<file path="src/rtl/lreq_pkg.sv">
package lreq_pkg;

   localparam int unsigned CODE_W = 3;

   typedef enum logic [CODE_W-1:0] {
      K_IMMED  = 3'd0,
      K_ISOCH  = 3'd1,
      K_PRIO   = 3'd2,
      K_FAIR   = 3'd3,
      K_REG_RD = 3'd4,
      K_REG_WR = 3'd5,
      K_ACCEL  = 3'd6,
      K_RSVD   = 3'd7
   } req_code_e;

   function automatic int unsigned imax(input int unsigned a, input int unsigned b);
      return (a > b) ? a : b;
   endfunction

endpackage

</file>
<file path="src/rtl/lreq_frame_build.sv">
module lreq_frame_build
   import lreq_pkg::*;
#(
   parameter int unsigned SPEED_W       = 3,
   parameter int unsigned ADDR_W        = 4,
   parameter int unsigned DATA_W        = 8,
   parameter bit          TRIM_BUS_STOP = 1'b1,
   parameter int unsigned FRAME_W       = 17,
   parameter int unsigned LEN_W         = 5
) (
   input  req_code_e            code,
   input  logic [SPEED_W-1:0]   speed,
   input  logic [ADDR_W-1:0]    addr,
   input  logic [DATA_W-1:0]    data,
   input  logic                 accel_en,
   output logic [FRAME_W-1:0]   frame,
   output logic [LEN_W-1:0]     len
);

   localparam int unsigned HDR_W = 1 + CODE_W;
   localparam int unsigned BUS_W = HDR_W + SPEED_W + 1;
   localparam int unsigned RD_W  = HDR_W + ADDR_W + 1;
   localparam int unsigned WR_W  = HDR_W + ADDR_W + DATA_W + 1;
   localparam int unsigned ACC_W = HDR_W + 2;

   initial begin
      assert (FRAME_W >= imax(imax(BUS_W, RD_W), imax(WR_W, ACC_W)))
         else $error("frame register too narrow");
      assert ((1 << LEN_W) > FRAME_W + 1)
         else $error("length counter too narrow");
   end

   logic [LEN_W-1:0] bus_len;

   generate
      if (TRIM_BUS_STOP) begin : g_trim
         assign bus_len = speed[0] ? LEN_W'(BUS_W) : LEN_W'(BUS_W - 1);
      end else begin : g_keep
         assign bus_len = LEN_W'(BUS_W);
      end
   endgenerate

   always_comb begin
      frame = '0;
      len   = '0;
      unique case (code)
         K_REG_RD: begin
            frame = FRAME_W'({1'b1, code, addr, 1'b0}) << (FRAME_W - RD_W);
            len   = LEN_W'(RD_W);
         end
         K_REG_WR: begin
            frame = FRAME_W'({1'b1, code, addr, data, 1'b0}) << (FRAME_W - WR_W);
            len   = LEN_W'(WR_W);
         end
         K_ACCEL: begin
            frame = FRAME_W'({1'b1, code, accel_en, 1'b0}) << (FRAME_W - ACC_W);
            len   = LEN_W'(ACC_W);
         end
         K_RSVD: begin
            frame = '0;
            len   = '0;
         end
         default: begin
            frame = FRAME_W'({1'b1, code, speed, 1'b0}) << (FRAME_W - BUS_W);
            len   = bus_len;
         end
      endcase
   end

endmodule

</file>
<file path="src/rtl/lreq_shift.sv">
module lreq_shift #(
   parameter int unsigned FRAME_W = 17,
   parameter int unsigned LEN_W   = 5
) (
   input  logic               clk,
   input  logic               rst_n,
   input  logic               load,
   input  logic [FRAME_W-1:0] frame,
   input  logic [LEN_W-1:0]   len,
   output logic               ser_out,
   output logic               idle
);

   logic [FRAME_W-1:0] sr;
   logic [LEN_W-1:0]   rem;

   always_ff @(posedge clk) begin
      if (!rst_n) begin
         sr  <= '0;
         rem <= '0;
      end else if (load) begin
         sr  <= frame;
         rem <= len + LEN_W'(1);
      end else begin
         sr  <= sr << 1;
         if (rem != '0) rem <= rem - LEN_W'(1);
      end
   end

   assign ser_out = sr[FRAME_W-1];
   assign idle    = (rem == '0);

   p_load_busy_r9: assert property (@(posedge clk) disable iff (!rst_n)
      load |=> !idle);
   p_gap_low_r9: assert property (@(posedge clk) disable iff (!rst_n)
      (rem == LEN_W'(1)) |-> !ser_out);
   p_idle_low_r10: assert property (@(posedge clk) disable iff (!rst_n)
      idle |-> !ser_out);

endmodule

</file>
<file path="src/rtl/lreq_tx.sv">
module lreq_tx
   import lreq_pkg::*;
#(
   parameter int unsigned SPEED_W       = 3,
   parameter int unsigned ADDR_W        = 4,
   parameter int unsigned DATA_W        = 8,
   parameter bit          TRIM_BUS_STOP = 1'b1
) (
   input  logic               clk,
   input  logic               rst_n,
   input  logic               cmd_valid,
   output logic               cmd_ready,
   input  logic [CODE_W-1:0]  cmd_type,
   input  logic [SPEED_W-1:0] cmd_speed,
   input  logic [ADDR_W-1:0]  cmd_addr,
   input  logic [DATA_W-1:0]  cmd_data,
   input  logic               cmd_accel_en,
   output logic               req_line,
   output logic               req_err
);

   localparam int unsigned HDR_W   = 1 + CODE_W;
   localparam int unsigned BUS_W   = HDR_W + SPEED_W + 1;
   localparam int unsigned RD_W    = HDR_W + ADDR_W + 1;
   localparam int unsigned WR_W    = HDR_W + ADDR_W + DATA_W + 1;
   localparam int unsigned ACC_W   = HDR_W + 2;
   localparam int unsigned FRAME_W = imax(imax(BUS_W, RD_W), imax(WR_W, ACC_W));
   localparam int unsigned LEN_W   = $clog2(FRAME_W + 2);

   initial begin
      assert (SPEED_W >= 1 && ADDR_W >= 1 && DATA_W >= 1)
         else $error("field widths must be at least one bit");
   end

   req_code_e          code;
   logic [FRAME_W-1:0] frame;
   logic [LEN_W-1:0]   len;
   logic               accept;
   logic               reserved;
   logic               load;
   logic               idle;

   assign code     = req_code_e'(cmd_type);
   assign accept   = cmd_valid && cmd_ready;
   assign reserved = (code == K_RSVD);
   assign load     = accept && !reserved;

   lreq_frame_build #(
      .SPEED_W       (SPEED_W),
      .ADDR_W        (ADDR_W),
      .DATA_W        (DATA_W),
      .TRIM_BUS_STOP (TRIM_BUS_STOP),
      .FRAME_W       (FRAME_W),
      .LEN_W         (LEN_W)
   ) u_build (
      .code     (code),
      .speed    (cmd_speed),
      .addr     (cmd_addr),
      .data     (cmd_data),
      .accel_en (cmd_accel_en),
      .frame    (frame),
      .len      (len)
   );

   lreq_shift #(
      .FRAME_W (FRAME_W),
      .LEN_W   (LEN_W)
   ) u_shift (
      .clk     (clk),
      .rst_n   (rst_n),
      .load    (load),
      .frame   (frame),
      .len     (len),
      .ser_out (req_line),
      .idle    (idle)
   );

   assign cmd_ready = idle;

   always_ff @(posedge clk) begin
      if (!rst_n) req_err <= 1'b0;
      else        req_err <= accept && reserved;
   end

   p_start_bit_r2: assert property (@(posedge clk) disable iff (!rst_n)
      load |=> req_line);
   p_rsvd_reject_r11: assert property (@(posedge clk) disable iff (!rst_n)
      (accept && reserved) |=> (req_err && cmd_ready && !req_line));
   p_err_only_rsvd_r11: assert property (@(posedge clk) disable iff (!rst_n)
      req_err |-> $past(cmd_valid && cmd_type == K_RSVD));

endmodule

</file>
<file path="config.mk">
export PLATFORM = sky130hd
export DESIGN_NAME = lreq_tx
export DESIGN_NICKNAME = d
export VERILOG_FILES = /design/src/rtl/lreq_pkg.sv /design/src/rtl/lreq_frame_build.sv /design/src/rtl/lreq_shift.sv /design/src/rtl/lreq_tx.sv
export SDC_FILE = /design/constraint.sdc
export NUM_CORES = 1
export LEC_CHECK = 0
export BUFFER_PORTS_ARGS = -buffer_cell sky130_fd_sc_hd__buf_2
export CELL_PAD_IN_SITES_DETAIL_PLACEMENT = 2
export CELL_PAD_IN_SITES_GLOBAL_PLACEMENT = 2
export CORE_AREA = 3 3 60 62
export CTS_CLUSTER_DIAMETER = 80
export DETAILED_ROUTE_END_ITERATION = 16
export DIE_AREA = 0 0 63 65
export GPL_ROUTABILITY_DRIVEN = 0
export PLACE_DENSITY_LB_ADDON = 0.1
export SLEW_MARGIN = 20
export SYNTH_ARGS = -nofsm -noshare
export SYNTH_HDL_FRONTEND = slang
export SYNTH_SLANG_ARGS = --single-unit
</file>
<file path="constraint.sdc">
create_clock -name clk -period 4.27 [get_ports clk]
set_clock_uncertainty 0.15 [all_clocks]
set_input_delay 0.854 -clock clk [delete_from_list [all_inputs] [get_ports clk]]
set_output_delay 0.854 -clock clk [all_outputs]
set_load 0.1 [all_outputs]
</file>
==> results.md <==
Synth:
- The arithmetic-cell share of the synthesized area counting full adders, half adders and majority gates is 0.0375.
- Of the synthesized area, sequential elements account for 0.440.
- For this run, the number of Yosys warnings is 0.
- The synthesized-area fraction occupied by ao, oa, aoi and oai cells came to 0.245.
- The count of flip-flops with a built-in enable after synthesis is 0.
- In the synthesized netlist the async set-or-reset flop fraction comes to 0.
- The mux cell area share after synthesis is 0.
- Synthesis produced a netlist with a net count of 138.
- The average footprint of a synthesized cell is 8.86 µm².
- After synthesis the netlist holds a flip-flop and latch count of 22.
- After synthesis, the netlist uses 34 different library cells.
- The main flop type after synthesis is sky130_fd_sc_hd__dfxtp_1.
- The largest family of logic cells by synthesized area is compound AO/OA/AOI/OAI gates.
- The synthesized instance count is 113.
- The basic-gate share of the synthesized area counting and, or, nand and nor cells is 0.209.
- The xor/xnor share of the synthesized area is 0.00875.
- The total standard cell area after synthesis is 1000 µm².

CTS:
- The number of buffers inserted to repair setup after CTS is 0.
- The number of buffers added by the clock tree synthesis step is 3.
- No sink is reached through more buffers than the 2 on the longest clock path.
- After clock tree synthesis, the clock-pin slew on the worst setup and hold paths is 120 ps.
- The number of sinks on the clock net is 22.
- Buffers inserted to repair hold after CTS numbered 0.
- TritonCTS built the clock tree.
- The deepest level of the CTS H-tree is 1.
- At the later pin of the worst-skew pair, clock insertion delay measures 310 ps.
- The number of gates resized after CTS was 0.
- The tree is rooted in a sky130_fd_sc_hd__clkbuf_4.

Power:
- In this run the power density over the cells is 587 nW/µm².
- The share of total power dissipated in the clock network is 0.167.
- Of the total power, the share spent switching nets is 0.433.
- In this run the static leakage power is 0.513 nW.
- The part of the power in combinational logic is 0.453.
- The net switching component of the power is 0.301 mW.
- The worst vdd rail ir drop is 0.361 mV.
- Of the total power, registers draw 0.380.
- The design internal power is 0.394 mW.
- The total power after layout is 0.696 mW.

Floorplan:
- The floorplan die area is 4100 µm².
- The die outline width is 63 µm.
- The floorplan step defined a core boundary enclosing 3080 µm².
- For this configuration, the core starts out at a cell density of 0.325.
- In this run the vertical extent of the chip is 65 µm.
- The I/O pin total is 25.
- The standard-cell row count is 20.

Finish:
- Leaving out fill and tap cells, the most frequent cell in the layout is sky130_fd_sc_hd__buf_2.
- The total area of multi-input combinational cells is 500 µm².
- The synthesis-to-finish area growth is 18.5%.
- In the layout the commonest cells are sky130_fd_sc_hd__buf_2 (24), sky130_fd_sc_hd__dfxtp_1 (22), sky130_fd_sc_hd__a21oi_1 (10).
- In the final layout, the share of cells above drive strength 1 is 0.265.
- The number of filler cells placed in the layout is 373.
- 0 antenna diodes ended up in the layout.
- The combined flip-flop and latch cell area is 440 µm².
- The final net count is 162.

Route:
- After detailed routing, the number of vias per cell comes to 5.08.
- The final route contains 914 vias.
- The overall routed net length is 2710 µm.
- The number of DRC markers after the initial detailed-route iteration is 33.
- The first detailed-routing pass ran for 4 iterations.
- The mean routed wirelength per cell is 15.1 µm.
- The remaining number of nets flagged by the antenna check after routing is 0.
- The final routed DRC violation total is 0.

Critical path:
- The critical path contains buffers and inverters numbering 3 combined.
- The kind of cell adding the most delay to the critical path is buffers and inverters.
- Along the worst path, the maximum fanout reaches 5.
- The largest individual stage delay along the critical path comes from the cell sky130_fd_sc_hd__or4b_4.
- The critical path is of the flip-flop to output port type.
- The kind of start point of the critical path is a flip-flop.
- The critical path data arrival time is 2010 ps.
- STA classifies the critical path endpoint as an output port.
- The signal on the critical path passes through inv_1 > ha_1 > or4b_4 > inv_2 > buf_2.
- STA puts the critical path data required time at 3270 ps.
- The maximum single-stage delay on the critical path is 530 ps.

Timing:
- The setup TNS is 0 ps.
- The final number of hold-violating endpoints was 0.
- At the pin with the least slew margin, the transition time is 523 ps.
- The number of max-slew violations in the final report was 0.
- The total setup violations reported at the end of the flow is 0.
- The time the worst path needs with I/O delays and setup is 3010 ps.
- Derived from the worst setup path, the maximum achievable clock frequency is 332 MHz.
- Of the available clock period, the critical path in the final layout requires 0.705.
- Setup repair after global routing left no endpoint under its margin.
- Headroom to the max-slew limit came out at 0.650.

Run status:
- The run finished with clean final reports.

GRT:
- The via count of the first global-routing pass was 1,063.
- Entering global routing, the biggest net connects 14 pins.
- The number of antenna violations at the first check in global routing came to 0.
- Global routing finished with a remaining overflow of 0.
- The wire length of the first global-routing pass is 4880 µm.
- The global router's overall resource usage is 0.150.

Place:
- In this run the tool buffered the top-level ports with 24 buffer cells.
- The post-detailed-placement half-perimeter wirelength is 2050 µm.

Job:
- The tool flagged a number of max-cap violations equal to 0.

Worst hold path:
- The worst hold-check path type is flip-flop to flip-flop.
-- metal layers --
metal,share of wire,global-route usage
met5,0,0
met4,0.0059,0.0248
met3,0.044,0.0433
met2,0.51,0.278
met1,0.44,0.171
-- final cells by class --
cell class,count,share of cell area
multi-input cells,77,0.422
flip-flops and latches,22,0.371
repair buffers,24,0.101
well taps,44,0.0464
clock buffers,4,0.0306
inverters,9,0.0285
-- path summary, 6_finish.rpt --
kind,startpoint,end,slack [ps],cells past startpoint
min,u_shift.sr[15],u_shift.sr[16],310,2
min reg2reg,u_shift.sr[15],u_shift.sr[16],310,2
max reg2reg,u_shift.rem[0],u_shift.sr[8],1910,6
max,u_shift.rem[0],cmd_ready,1260,5
-- registers in the layout (all words and copies together), names as in the netlist --
name	count
u_shift.sr	16
u_shift.rem	5
req_err	1
-- cell usage after synthesis (3+ instances only) --
| cell type | n | area [µm²] |
|---|---|---|
| sky130_fd_sc_hd__a21oi_1 | 10 | 50.1 |
| sky130_fd_sc_hd__a22o_1 | 7 | 61.3 |
| sky130_fd_sc_hd__clkbuf_1 | 4 | 15.0 |
| sky130_fd_sc_hd__dfxtp_1 | 22 | 440 |
| sky130_fd_sc_hd__ha_1 | 3 | 37.5 |
| sky130_fd_sc_hd__inv_1 | 7 | 26.3 |
| sky130_fd_sc_hd__nand2_1 | 9 | 33.8 |
| sky130_fd_sc_hd__nand2b_1 | 3 | 18.8 |
| sky130_fd_sc_hd__nand3_1 | 3 | 15.0 |
| sky130_fd_sc_hd__nor2_1 | 7 | 26.3 |
| sky130_fd_sc_hd__nor2b_1 | 3 | 18.8 |
| sky130_fd_sc_hd__nor3_1 | 4 | 20.0 |
| sky130_fd_sc_hd__o21ai_0 | 6 | 30.0 |
-- power groups by stage --
stage | Combinational [mW] | Clock [mW] | Sequential, mW
final | 0.315 | 0.116 | 0.264
after CTS | 0.320 | 0.124 | 0.265
after floorplan | 0.240 | 0 | 0.284
after global routing | 0.353 | 0.132 | 0.269
after global placement | 0.311 | 0 | 0.266
after detailed placement | 0.319 | 0 | 0.269
-- metrics by stage --
| stage | util | hold slack (ps) | worst slack (ps) | instance area, µm² | cells |
|---|---|---|---|---|---|
| after floorplan | - | 266 | 1830 | 1000 | 113 |
| after global placement | 0.374 | 275 | 1660 | 1150 | 176 |
| after detailed placement | 0.374 | 282 | 1610 | 1150 | 176 |
| after CTS | 0.385 | 314 | 1230 | 1190 | 180 |
| after global routing | 0.385 | 344 | 1150 | 1190 | 180 |
| final | 0.385 | 306 | 1260 | 1190 | 180 |
-- tightest hold or removal path: stages, from the launching register on --
cell and delay (ps):
sky130_fd_sc_hd__dfxtp_1 330, sky130_fd_sc_hd__nor2_1 40, sky130_fd_sc_hd__nor2_1 60
-- kinds of logic (layout without fill, tap and decap cells) --
| kind of cell | after synthesis | after routing |
|---|---|---|
| compound gates | 35 | 35 |
| flops | 22 | 22 |
| buf+inv | 14 | 37 |
| fa+ha+maj | 3 | 3 |
| simple gates | 38 | 38 |
| xor+xnor | 1 | 1 |
Power figures use the tool's default switching activity.
